$ cat src/rtl/trace_ring_sink.sv
module trace_ring_sink #(
  parameter int ADDR_W = 5,
  parameter int RA_W   = 12
) (
  input  logic             clk,
  input  logic             rst_n,
  input  logic [RA_W-1:0]  reg_addr,
  input  logic             reg_wr,
  input  logic [31:0]      reg_wdata,
  input  logic             reg_rd,
  output logic [31:0]      reg_rdata,
  input  logic             trc_valid,
  input  logic [31:0]      trc_data,
  output logic             trc_ready,
  input  logic             trig_in,
  input  logic             flush_in
);
  localparam int DEPTH = 1 << ADDR_W;
  localparam logic [RA_W-1:0] O_DEPTH = RA_W'('h004);
  localparam logic [RA_W-1:0] O_STAT  = RA_W'('h00C);
  localparam logic [RA_W-1:0] O_RWIN  = RA_W'('h010);
  localparam logic [RA_W-1:0] O_RPTR  = RA_W'('h014);
  localparam logic [RA_W-1:0] O_WPTR  = RA_W'('h018);
  localparam logic [RA_W-1:0] O_TCNT  = RA_W'('h01C);
  localparam logic [RA_W-1:0] O_CTRL  = RA_W'('h020);
  localparam logic [RA_W-1:0] O_WWIN  = RA_W'('h024);
  localparam logic [RA_W-1:0] O_FSTAT = RA_W'('h300);
  localparam logic [RA_W-1:0] O_FCTRL = RA_W'('h304);
  localparam logic [ADDR_W-1:0] LAST = ADDR_W'(DEPTH - 1);

  logic [31:0]       mem [DEPTH];
  logic [ADDR_W-1:0] wptr, rptr;
  logic [31:0]       tcnt;
  logic              full, cap_en, stopped, triggered, flushing;
  logic              fmt_en, stop_fl, stop_trg;

  wire wr_wwin  = reg_wr && reg_addr == O_WWIN;
  wire wr_wptr  = reg_wr && reg_addr == O_WPTR;
  wire wr_rptr  = reg_wr && reg_addr == O_RPTR;
  wire wr_tcnt  = reg_wr && reg_addr == O_TCNT;
  wire wr_ctrl  = reg_wr && reg_addr == O_CTRL;
  wire wr_fctrl = reg_wr && reg_addr == O_FCTRL;
  wire rd_rwin  = reg_rd && reg_addr == O_RWIN;

  wire live       = cap_en && !stopped;
  wire cnt_done   = triggered && tcnt == 32'd0;
  assign trc_ready = live && !flushing && !reg_wr && !cnt_done;
  wire accept     = trc_valid && trc_ready;
  wire pad        = flushing && live && !reg_wr && wptr[1:0] != 2'd0;
  wire flush_done = flushing && !reg_wr && (!live || wptr[1:0] == 2'd0);
  wire ram_we     = wr_wwin || accept || pad;
  wire [31:0] ram_wd = wr_wwin ? reg_wdata : (accept ? trc_data : 32'd0);
  wire flush_req  = flush_in || (wr_fctrl && reg_wdata[6]);

  always_ff @(posedge clk)
    if (ram_we) mem[wptr] <= ram_wd;

  always_ff @(posedge clk or negedge rst_n) begin
    if (!rst_n) begin
      wptr <= '0; rptr <= '0; tcnt <= '0;
      full <= 1'b0; cap_en <= 1'b0; stopped <= 1'b1; triggered <= 1'b0;
      flushing <= 1'b0; fmt_en <= 1'b0; stop_fl <= 1'b0; stop_trg <= 1'b0;
    end else begin
      if (ram_we) begin
        wptr <= wptr + 1'b1;
        if (wptr == LAST) full <= 1'b1;
      end
      if (wr_wptr) begin
        wptr <= reg_wdata[ADDR_W-1:0];
        if (!cap_en) full <= 1'b0;
      end
      if (rd_rwin) rptr <= rptr + 1'b1;
      if (wr_rptr) rptr <= reg_wdata[ADDR_W-1:0];
      if (wr_tcnt) tcnt <= reg_wdata;
      else if (triggered && accept) tcnt <= tcnt - 1'b1;
      if (trig_in && stop_trg && live) triggered <= 1'b1;
      if (cnt_done) stopped <= 1'b1;
      if (flush_done) begin
        flushing <= 1'b0;
        if (stop_fl) stopped <= 1'b1;
      end else if (!flushing && flush_req) begin
        flushing <= 1'b1;
      end
      if (wr_fctrl) begin
        fmt_en   <= reg_wdata[0];
        stop_fl  <= reg_wdata[12];
        stop_trg <= reg_wdata[13];
      end
      if (wr_ctrl) begin
        cap_en    <= reg_wdata[0];
        stopped   <= !reg_wdata[0];
        triggered <= 1'b0;
      end
    end
  end

  always_ff @(posedge clk or negedge rst_n) begin
    if (!rst_n) reg_rdata <= '0;
    else if (reg_rd) begin
      case (reg_addr)
        O_DEPTH: reg_rdata <= 32'(DEPTH);
        O_STAT:  reg_rdata <= {31'd0, full};
        O_RWIN:  reg_rdata <= mem[rptr];
        O_RPTR:  reg_rdata <= 32'(rptr);
        O_WPTR:  reg_rdata <= 32'(wptr);
        O_TCNT:  reg_rdata <= tcnt;
        O_CTRL:  reg_rdata <= {31'd0, cap_en};
        O_FSTAT: reg_rdata <= {30'd0, stopped, flushing};
        O_FCTRL: reg_rdata <= {18'd0, stop_trg, stop_fl, 5'd0, flushing, 5'd0, fmt_en};
        default: reg_rdata <= '0;
      endcase
    end
  end

  a_r5_accept_advances: assert property (@(posedge clk) disable iff (!rst_n)
    (trc_valid && trc_ready) |=> wptr == $past(wptr) + 1'b1);
  a_r4_full_sticky: assert property (@(posedge clk) disable iff (!rst_n)
    (full && !wr_wptr) |=> full);
  a_r3_read_steps: assert property (@(posedge clk) disable iff (!rst_n)
    (rd_rwin && !wr_rptr) |=> rptr == $past(rptr) + 1'b1);
  a_r7_count_down: assert property (@(posedge clk) disable iff (!rst_n)
    (triggered && trc_valid && trc_ready) |=> tcnt == $past(tcnt) - 1'b1);
  a_r8_pad_aligned: assert property (@(posedge clk) disable iff (!rst_n)
    ($fell(flushing) && $past(live)) |-> wptr[1:0] == 2'd0);
  a_r9_flush_stops: assert property (@(posedge clk) disable iff (!rst_n)
    ($fell(flushing) && $past(live && stop_fl)) |-> (stopped && !trc_ready));
  a_r10_stopped_holds: assert property (@(posedge clk) disable iff (!rst_n)
    (stopped && !wr_ctrl) |=> !trc_ready);
endmodule

$ cat config.mk
export PLATFORM = sky130hd
export DESIGN_NAME = trace_ring_sink
export DESIGN_NICKNAME = d
export VERILOG_FILES = /design/src/rtl/trace_ring_sink.sv
export SDC_FILE = /design/constraint.sdc
export NUM_CORES = 1
export LEC_CHECK = 0
export CELL_PAD_IN_SITES_DETAIL_PLACEMENT = 1
export CELL_PAD_IN_SITES_GLOBAL_PLACEMENT = 2
export CORE_ASPECT_RATIO = 2
export CORE_MARGIN = 2
export CORE_UTILIZATION = 33
export CTS_BUF_LIST = sky130_fd_sc_hd__clkbuf_16
export DETAILED_ROUTE_END_ITERATION = 8
export PLACE_DENSITY_LB_ADDON = 0.05
export REMOVE_ABC_BUFFERS = 1
export SLEW_MARGIN = 20
export SYNTH_ARGS = -nofsm -noshare
export SYNTH_HDL_FRONTEND = slang
export SYNTH_SLANG_ARGS = --single-unit
$ cat constraint.sdc
create_clock -name clk -period 9.3 [get_ports clk]
set_clock_uncertainty 0.1 [all_clocks]
set_input_delay 1.86 -clock clk [delete_from_list [all_inputs] [get_ports clk]]
set_output_delay 1.86 -clock clk [all_outputs]
set_load 0.1 [all_outputs]
== Yosys cells after proc, flatten, opt, wreduce, memory -nomap -nowiden ==
Memories as Yosys holds them, arrays and structs flattened.
Cells that the tools add are included.

* $add $sub $neg: 3
* Equal/unequal tests: 11
* Muxes and demuxes: 23
* Reduce and logical (&&, ||, !) cells: 41

{| class="wikitable"
|+ Operator list
! operator !! count
|-
| case mux 32 bit (9 select lines) || 1
|-
| two-way mux 32 bit || 4
|-
| equality test 12 x 5 -> 1 bit (second input constant) || 4
|-
| zero test 32 bit || 1
|-
| subtractor 32 x 1 -> 32 bit (second input constant) || 1
|-
| equality test 12 x 10 -> 1 bit (second input constant) || 2
|-
| equality test 12 x 6 -> 1 bit (second input constant) || 2
|-
| logical AND 1 bit || 23
|-
| two-way mux 5 bit || 4
|-
| two-way mux 1 bit || 14
|-
| equality test 12 x 3 -> 1 bit (second input constant) || 1
|-
| equality test 12 x 4 -> 1 bit (second input constant) || 1
|-
| nonzero test 2 bit || 6
|-
| adder 5 x 1 -> 5 bit (second input constant) || 2
|-
| zero test 1 bit || 6
|-
| equality test 5 bit (second input constant) || 1
|-
| logical OR 1 bit || 4
|-
| zero test 2 bit || 1
|}

* Register bits: 82
* Bits in writable memories: 1024
* Input port bits: 83
* Memories kept: 1

{| class="wikitable"
|+ Memory list
! memory !! depth !! width !! read ports !! clocked after Yosys merged registers in !! wr ports !! RTL line !! text
|-
| mem || 32 || 32 || 1 || 0 || 1 || 31 || <nowiki>logic [31:0] mem [DEPTH];</nowiki>
|}

== Longest topological paths before layout ==
Gate-level depths: netlist of run 1.

* Depth after elaboration: 11
* Depth in mapped cells: 11

== Worst setup path before layout of run 1 ==
Ideal clock, no wire load.

* Path kind: input to register
* Start point: input reg_addr[9]
* End point: memory mem[30][0], enable pin
* Arrival: 4.821 ns
* Data required time: 8.779 ns
* Path slack: 3.958 ns
* Stages: 8
* Buffers on the path: 2
* Cells stage by stage: nor4_1 > and4_1 > clkbuf_1 > o21bai_1 > or2_0 > buf_2 > nand2_2 > nor2_1

* Cells in the longest elaborated chain, start to end: 6

{| class="wikitable"
|+ Ends and longest elaborated chain
! item !! RTL line !! text
|-
| start: declaration || 7 || <nowiki>input logic [RA_W-1:0] reg_addr,</nowiki>
|-
| equality test 12 x 6 -> 1 bit || 37 || <nowiki>wire wr_wwin = reg_wr && reg_addr == O_WWIN;</nowiki>
|-
| logical AND 1 bit || 37 ||
|-
| logical OR 1 bit (2 in series) || 51 || <nowiki>wire ram_we = wr_wwin || accept || pad;</nowiki>
|-
| two-way mux 1 bit || 56 || <nowiki>if (ram_we) mem[wptr] <= ram_wd;</nowiki>
|-
| two-way mux 1 bit (implied by the code) || 56 ||
|-
| end: declaration || 31 ||
|}

No other way between the ends.

== Worst setup path in the final report of run 1 ==
* Start point: input reg_wr
* End point: output trc_ready

* Cells in the longest elaborated chain, start to end: 3

{| class="wikitable"
|+ Ends and longest elaborated chain
! item !! RTL line !! text
|-
| start: declaration || 8 || <nowiki>input logic reg_wr,</nowiki>
|-
| zero test 1 bit || 47 || <nowiki>assign trc_ready = live && !flushing && !reg_wr && !cnt_done;</nowiki>
|-
| logical AND 1 bit (2 in series) || 47 ||
|-
| end: declaration || 14 || <nowiki>output logic trc_ready,</nowiki>
|}

No other way between the ends.

==> results of run 1 <==
-- cell families after synthesis --
| logic type | Yosys count |
|---|---|
| DFF | 1106 |
| muxes | 332 |
| and+or+nand+nor | 285 |
| AOI/OAI and AO/OA | 244 |
| buffers and inverters | 133 |
| xor gates and xnor gates | 18 |
| adders and majority gates | 8 |
-- sequential cells by signal (all words and copies together), names as in the netlist --
register,flops
reg_rdata,32
stop_trg,1
stop_fl,1
stopped,1
mem,1024
wptr,5
fmt_en,1
tcnt,32
triggered,1
flushing,1
cap_en,1
full,1
rptr,5
-- per-stage QoR --
step | hold WS, ns | instances | area [um2] | TNS, ns
floorplan | 0.3666 | 2009 | 43260 | -90.26
global placement | 0.4124 | 3908 | 47450 | 0
detailed placement | 0.4027 | 3912 | 47530 | 0
CTS | 0.4203 | 4099 | 50940 | 0
global route | 0.4494 | 4102 | 50980 | 0
finish | 0.4117 | 4105 | 50990 | 0
-- layer usage --
metal  up-vias  share of wire [%]  global-route usage, %
met2       514                 55                  40.89
met5         -             0.0082                      0
li1       9267                  -                      -
met4         2                2.8                  6.772
met1     12340                 39                  26.19
met3       144                3.2                  2.353
-- worst max-delay path, delay by kind of cell --
kind                   cells  cell delay, ns
buffers and inverters      3            1.74
and+or+nand+nor            2            0.96
-- final timing paths --
path,to,cells after the start,slack (ns)
max reg2reg,mem[22][19],8,4.48
min,reg_rdata[4],2,0.41
min reg2reg,reg_rdata[4],2,0.41
min in group asynchronous,triggered,1,0.95
max in group asynchronous,rptr[3],2,6.65
max,trc_ready,5,2.78
-- area by class of cell --
class | count | area, um2 | area share, %
clock inverter | 82 | 779.5 | 1.529
clock buffer | 105 | 2628 | 5.153
tap | 1710 | 2140 | 4.196
timing repair buffer | 195 | 1844 | 3.617
sequential | 1106 | 32820 | 64.36
multi-input combinational | 887 | 10710 | 21.00
inverter | 16 | 60.06 | 0.1178
antenna | 4 | 10.01 | 0.01963
-- where the power goes --
part | leakage [nW] | internal (W) | switching, W
registers | 13.0 | 0.00536 | 0.0000116
clock network | 1.73 | 0.00240 | 0.00195
logic | 3.74 | 0.0000577 | 0.0000887
-- cell usage in the layout (no fill, tap or decap), types with 5 or more instances in the layout --
| master | instances |
|---|---|
| edfxtp_1 | 1024 |
| mux4_2 | 284 |
| clkdlybuf4s50_1 | 113 |
| clkbuf_16 | 105 |
| nand2_1 | 83 |
| dfrtp_1 | 77 |
| buf_4 | 73 |
| a22oi_1 | 47 |
| a21oi_1 | 43 |
| mux2i_1 | 37 |
| inv_1 | 35 |
| nor2_4 | 34 |
| o21ai_0 | 32 |
| nor2_1 | 30 |
| nor2b_1 | 24 |
| a22o_1 | 23 |
| nand3_1 | 21 |
| o22ai_1 | 19 |
| nor3_1 | 17 |
| clkinv_1 | 16 |
| a22o_2 | 15 |
| bufinv_16 | 12 |
| clkinv_2 | 12 |
| or4_1 | 11 |
| mux2_2 | 11 |
| xnor2_1 | 10 |
| clkinv_4 | 10 |
| nor4_1 | 9 |
| a211oi_1 | 9 |
| o221ai_1 | 9 |
| xor2_1 | 8 |
| ha_1 | 8 |
| buf_12 | 8 |
| nand3b_1 | 6 |
| nand4_1 | 6 |
| a31oi_1 | 6 |
| or3_1 | 5 |
| clkinvlp_4 | 5 |
==> results.cfg, run 1 <==
[status]
status = finished clean

[die]
die-area_um2 = 135600
coreArea_um2 = 131300
rows = 188
die_x_um = 261.4
start_util_pct = 33.31
ios = 116
die_y_um = 518.8

[critical_path]
end_kind = output pin
crit_start = reg_wr
crit_chain = clkdlybuf4s50_1 > buf_4 > nor4b_1 > and2_1 > clkdlybuf4s50_1
crit_top_cell = clkdlybuf4s50_1
cp.required_ns = 7.34
crit_fanout = 13
cpPeakStageDelay_ns = 1.14
path_class = input pin to output pin
cp_slowest_cell = clkdlybuf4s50_1
arrival_ns = 4.56
critPathLaunchType = input pin
worstReg2RegStart = flushing

[synth]
netlist_top_cells_count = edfxtp_1 (1024), mux4_2 (284), nand2_1 (83), dfrtp_1 (81), clkbuf_1 (74)
synthMuxAreaShare_pct = 15.76
synth_top_family_by_area = multiplexers
synth_ff_type = edfxtp_1
synth_edf_count = 1024
ys_async_sr_fraction_pct = 7.414
yosysUniqueCellTypes = 70
ys_ff_latch = 1106
synth-simple-area-share_pct = 3.368
synthesis.area_um2 = 43730
syn_inst = 2126
yosys_warnings = 0
syn_area_per_cell_um2 = 20.57
seq_area_frac_synth_pct = 75.02
synth.area.top_cells = edfxtp_1 (70%), mux4_2 (15%), dfrtp_1 (4.6%)
synth_top_area_share_pct = 70.32
synth_fa_ha_area_share_pct = 0.2289
yosys.area_share.xor_xnor_pct = 0.3605
synth_compound_area_share_pct = 4.066
yosysMostFrequentCell = edfxtp_1
synth_top_area_cell = edfxtp_1

[clock_network]
cts.clk_slew.worst_paths_ns = 0.06
cts_tree = built
hold_buffers = 0
cts.path.max_buffers = 3
clkLatencyLatePin_ns = 0.73
ctsResizeCount = 0
root_buffer = clkbuf_16
numCtsBuffers = 103
h-tree-depth = 3
clock-sinks = 1106
cts_setup_buffers = 0

[global_routing]
grt_pass1_vias = 24450
grt_overflow = 0
grt_max_degree = 84
grt_antenna_before_repair = 7
grt_pass1_wl_mm = 203.0
grt_usage_pct = 21.95

[placed_design]
dp_worst_setup_slack_ns = 2.070
io_buffers = 115
dpl.hpwl_mm = 100.2
routabilityCongestion = 0.8287

[drt]
ant_nets = 0
drtIter0Drc = 1566
post_drt_wl_per_cell_um = 35.67
vias = 22270
drc = 0
wl_mm = 146.4
via_per_inst = 5.425
drt-pass1-iter-count = 5

[cells_and_area]
fillers = 12530
syn_to_final_growth_pct = 16.60
nets = 2400
drive_above_1_share_pct = 25.64
fin_util_pct = 38.85

[timing]
fin_crit_sh_pct = 70.07
max-slew-margin-rel_pct = 24.36
slew_violations = 0
setup_viol = 0
tightest_slew_ns = 1.131
rsz0062_at_grt = false
worst_slack_ns = 2.783
fin_crit_ns = 6.517
finalHoldViolations = 0
max_freq_mhz = 153.5

[power]
p_leak_nw = 18.49
cellPowerDensity_nw_per_um2 = 193.3
total_power_w = 0.009857
peakVddDrop_v = 0.0001290

[min_path]
min_path_type = register to register
hold_path.startpoint = reg_rdata[4]

[flow_run]
cap_violations = 0
No activity file was read; power rests on OpenSTA's default activity.
==> run 2: changes to the inputs <==
==> constraint.sdc (replaced) <==
create_clock -name clk -period 5.7 [get_ports clk]
set_clock_uncertainty 0.1 [all_clocks]
set_input_delay 1.14 -clock clk [delete_from_list [all_inputs] [get_ports clk]]
set_output_delay 1.14 -clock clk [all_outputs]
set_load 0.1 [all_outputs]
==> run 2 against run 1 <==
- register-to-register slack worse by 2.7 ns
- critical path depth is 3 higher
- die area unchanged
- global-route usage down 0.37 points
- clock-buffer cell count did not move
- sequential share of layout area shrank 0.48 points
- clock power is 64% higher
- first-iteration DRC count rose by 11%
- sequential cell count did not move
- core utilization increased by 0.30 points
==> results.cfg, run 2 (synthesis results as in run 1) <==
[status]
status = finished clean

[flow_run]
cap_violations = 0

[global_routing]
grt_pass1_vias = 24730
grt_pass1_wl_mm = 201.6
grt_max_degree = 102
grt_antenna_before_repair = 9
grt_usage_pct = 21.58
grt_overflow = 0

[power]
swShare_pct = 20.62
power_frac_comb_pct = 1.4
cellPowerDensity_nw_per_um2 = 313.8
p_switching_w = 0.003324
internal-power_w = 0.01280
peakVddDrop_v = 0.0002941
pwr-share-clk_pct = 44.3
p_seq_share_pct = 54.3
p_leak_nw = 18.66
total_power_w = 0.01612

[clock_network]
hold_buffers = 0
cts_tree = built
ctsResizeCount = 0
clock-sinks = 1106
cts_setup_buffers = 0
cts.clk_slew.worst_paths_ns = 0.06
clkLatencyLatePin_ns = 0.70
root_buffer = clkbuf_16
h-tree-depth = 3
numCtsBuffers = 103
cts.path.max_buffers = 3

[critical_path]
critPathLaunchType = input pin
end_kind = register
cp_slowest_cell = clkdlybuf4s50_1
path_class = input pin to register
arrival_ns = 4.71
crit_fanout = 20
crit_chain = clkdlybuf4s50_1 > nor4b_1 > and4_2 > o21bai_1 > or2_0 > nand2_2 > nor2_4 > buf_12
cp.required_ns = 5.98
cpPeakStageDelay_ns = 0.64
path_buf_inv = 2
critPathTopFamily = simple AND/OR/NAND/NOR gates

[timing]
fin_crit_ns = 4.432
fin_crit_sh_pct = 77.76
finalSetupTns_ns = 0
rsz0062_at_grt = false
tightest_slew_ns = 1.092
slew_violations = 0
setup_viol = 0
finalHoldViolations = 0
max_freq_mhz = 225.6
max-slew-margin-rel_pct = 26.95

[cells_and_area]
drive_above_1_share_pct = 26.24
final_cell_mix = edfxtp_1 (1024), mux4_2 (284), clkdlybuf4s50_1 (112), clkbuf_16 (105), buf_4 (85)
top_register = mem
largest_register_ffs = 1024
final_cell_area_um2 = 51380
nets = 2426
final_cells = 4132
reg_top3 = mem x1024, reg_rdata x32, tcnt x32
syn_to_final_growth_pct = 17.49
final_common_cell = edfxtp_1

[die]
coreArea_um2 = 131300
die_y_um = 518.8
start_util_pct = 33.31
die_x_um = 261.4
rows = 188
die-area_um2 = 135600
ios = 116

[drt]
vias = 22230
post_drt_wl_per_cell_um = 34.68
drt-pass1-iter-count = 5
drtIter0Drc = 1732
drc = 0
wl_mm = 143.3
via_per_inst = 5.380
ant_nets = 0

[placed_design]
dpl.hpwl_mm = 95.37
place_area_um2 = 47930
routabilityCongestion = 0.8080
place_inst = 3940
io_buffers = 115

[min_path]
min_path_type = input pin to async pin
run 2: cell count changes in the layout (fill, tap and decap cells not counted), moves of 2 or more:
cell        previous run  this run
clkinv_2              12        21
clkinv_4              10         6
a22o_2                15         0
a22o_1                23        38
inv_1                 35        30
clkinvlp_4             5        10
buf_4                 73        85
diode_2                4         2
buf_12                 8        23
run 2: final cells by class:
cell class / count / area [um2]
inverters: 16 / 60.06
clock buffers: 105 / 2628
multi-input cells: 887 / 10690
repair buffers: 221 / 2225
well taps: 1710 / 2140
diodes: 2 / 5.005
fillers: 12540 / 79880
flip-flops and latches: 1106 / 32820
clock inverters: 85 / 809.5
run 2: worst reg2reg max path: stages (launching register included):
cell,delay [ns]
dfrtp_1,0.49
or4_4,0.61
nor4_4,0.26
buf_4,0.25
a31oi_4,0.12
buf_4,0.25
o21ai_2,0.84
buf_4,0.32
nor2_4,0.10
buf_4,0.27
run 2: power by group through the flow:
stage | Sequential (W) | Combinational, W | Clock [W]
finish | 0.00876 | 0.000231 | 0.00713
global route | 0.00875 | 0.000247 | 0.00759
CTS | 0.00875 | 0.000236 | 0.00733
detailed placement | 0.00893 | 0.000235 | 0
global placement | 0.00893 | 0.000234 | 0
floorplan | 0.00895 | 0.0000700 | 0
run 2: layer usage:
layer / global-route usage, % / vias up / part of all wire [%]
met3: 2.236 / 137 / 2.8
li1: - / 9330 / -
met2: 39.18 / 440 / 54
met5: 0 / - / 0
met4: 6.296 / 0 / 2.6
met1: 26.89 / 12320 / 40
run 2: final timing paths:
kind                              start            end  slack [ns]  depth (start not counted)
min reg2reg                reg_rdata[1]   reg_rdata[1]        0.43                          2
min                               rst_n       tcnt[27]        0.43                          1
min in group clk           reg_rdata[1]   reg_rdata[1]        0.43                          2
max                         reg_addr[4]     mem[30][3]        1.27                          8
max reg2reg                     tcnt[7]     mem[3][29]        1.81                          9
max in group asynchronous         rst_n  reg_rdata[18]        4.02                          2
run 2: through the flow:
stage,hold slack [ns],setup WS [ns],utilization (%)
floorplan,0.3666,-6.437,-
global placement,0.4264,0.5897,36.52
detailed placement,0.4248,0.5691,36.52
CTS,0.4100,1.307,39.14
global route,0.4505,1.051,39.14
finish,0.4305,1.268,39.14
==> run 3: changes to the inputs <==
==> constraint.sdc (replaced) <==
create_clock -name clk -period 3.8 [get_ports clk]
set_clock_uncertainty 0.1 [all_clocks]
set_input_delay 0.76 -clock clk [delete_from_list [all_inputs] [get_ports clk]]
set_output_delay 0.76 -clock clk [all_outputs]
set_load 0.1 [all_outputs]
==> run 3 against run 2 <==
- sequential power is 50% higher
- highest routed layer unchanged
- total power is 49% higher
- register-to-register slack worse by 1.1 ns
- core utilization is 1.5 points higher
- non-clock buffer count is 110 higher
- clock-buffer cell count is 3 lower
- routed wire length is 2.1% higher
- sequential cell count stayed put
- first-iteration DRC count is 11% lower
==> results.cfg, run 3 (synthesis results as in run 1) <==
[status]
status = finished clean

[timing]
tightest_slew_ns = 1.046
max_freq_mhz = 274.2
rsz0062_at_grt = false
fin_crit_sh_pct = 95.96
setup_viol = 0
finalSetupTns_ns = 0
max-slew-margin-rel_pct = 30.02
slew_violations = 0
fin_crit_ns = 3.647
finalHoldViolations = 0

[critical_path]
end_kind = output pin
r2r-end = reg_rdata[12]
path_class = register to output pin
cp.required_ns = 2.94
arrival_ns = 2.79
r2r_cells = 8
critPathLaunchType = register
crit_fanout = 6
regToRegSetupSlack_ns = 0.70
worstReg2RegStart = rptr[0]

[power]
p_leak_nw = 19.51
pwr-share-clk_pct = 43.7
power_frac_comb_pct = 1.6
p_seq_share_pct = 54.7
internal-power_w = 0.01907
peakVddDrop_v = 0.0003494
cellPowerDensity_nw_per_um2 = 450.2
swShare_pct = 20.57
p_switching_w = 0.004939

[drt]
drc = 0
post_drt_wl_per_cell_um = 34.47
vias = 22940
drtIter0Drc = 1543
drt-pass1-iter-count = 7
wl_met3_mm = 5.420
wl_mm = 146.3
m1WireLength_mm = 57.96
ant_nets = 0
wl_met2_mm = 78.57
via_per_inst = 5.407
routed.top_layer = met4

[die]
ios = 116
die_x_um = 261.4
rows = 188
start_util_pct = 33.31
coreArea_um2 = 131300
die-area_um2 = 135600
die_y_um = 518.8

[clock_network]
cts.clk_slew.worst_paths_ns = 0.06
cts_setup_buffers = 0
numCtsBuffers = 102
cts_tree = built
root_buffer = clkbuf_16
clock-sinks = 1106
clkLatencyLatePin_ns = 0.72
h-tree-depth = 3
cts.path.max_buffers = 3

[global_routing]
grt_overflow = 0
grt_usage_pct = 21.93
grt_max_degree = 46
grt_antenna_before_repair = 10
grt_pass1_wl_mm = 203.2
grt_pass1_vias = 24990

[cells_and_area]
largest_register_ffs = 1024
final_cell_area_um2 = 53330
top_register = mem
syn_to_final_growth_pct = 21.96
nets = 2535
final_common_cell = edfxtp_1
final_cell_mix = edfxtp_1 (1024), mux4_2 (284), buf_12 (119), clkdlybuf4s50_1 (107), buf_4 (103)
reg_top3 = mem x1024, reg_rdata x32, tcnt x32
fin_util_pct = 40.63
drive_above_1_share_pct = 29.45

[min_path]
holdPathStages = 2
hold_end = reg_rdata[4]
min_path_type = register to register
hold_path.startpoint = reg_rdata[4]

[placed_design]
dpl.hpwl_mm = 101.0
routabilityCongestion = 0.8151
io_buffers = 115
place_area_um2 = 49910

[flow_run]
cap_violations = 0
-- run 3: stage by stage --
stage / std cells / hold slack [ns] / power, W / setup WS [ns]
2_1_floorplan: 2009 / 0.3644 / 0.01353 / -8.337
3_3_place_gp: 4049 / 0.4255 / 0.01377 / -0.1600
3_5_place_dp: 4049 / 0.4194 / 0.01377 / -0.09090
4_1_cts: 4240 / 0.4364 / 0.02432 / 0.01141
5_1_grt: 4242 / 0.4612 / 0.02469 / 0.02528
6_report: 4243 / 0.4331 / 0.02401 / 0.1533
-- run 3: worst max-delay path by stage --
| stage | startpoint | endpoint | slack [ns] | cells past startpoint |
|---|---|---|---|---|
| after global routing | tcnt[0] | trc_ready | 0.03 | 8 |
| after global placement | reg_addr[3] | mem[12][14] | -0.16 | 11 |
| final | tcnt[16] | trc_ready | 0.15 | 5 |
| after floorplan | rptr[0] | reg_rdata[12] | -8.34 | 6 |
| after detailed placement | reg_addr[3] | mem[12][10] | -0.09 | 11 |
| after CTS | tcnt[0] | trc_ready | 0.01 | 8 |
-- run 3: repair_timing --
item | CTS | global route
endpoints found under the setup margin | 1 | 1
hold endpoints to repair | 36 | 0
pin swaps | 0 | 0
resized for setup | 4 | 3
hold buffers | 1 | 0
-- run 3: worst max-delay path, stage by stage (launching register included) --
cell and delay, ns:
dfrtp_1 0.45, nor4_1 0.50, and4_1 0.53, nand3_2 0.20, and2_4 0.22, buf_12 0.16
-- run 3: final cells by class --
| class | instances | area (um2) |
|---|---|---|
| well taps | 1710 | 2140 |
| fillers | 12400 | 77920 |
| clock inverters | 88 | 830.8 |
| repair buffers | 331 | 4242 |
| inverters | 16 | 60.06 |
| flip-flops and latches | 1106 | 32820 |
| clock buffers | 102 | 2552 |
| multi-input cells | 887 | 10680 |
| diodes | 3 | 7.507 |
-- run 3: layer usage --
metal	up-vias	global-route usage, %
li1	9559	-
met1	12700	27.16
met2	534	39.43
met3	153	2.788
met4	0	6.795
met5	-	0
-- run 3: power groups by stage --
stage / clock [W] / sequential (W) / combinational, W
floorplan: 0 / 0.0134 / 0.000105
global placement: 0 / 0.0134 / 0.000379
detailed placement: 0 / 0.0134 / 0.000381
CTS: 0.0108 / 0.0131 / 0.000384
global route: 0.0112 / 0.0131 / 0.000400
finish: 0.0105 / 0.0131 / 0.000376
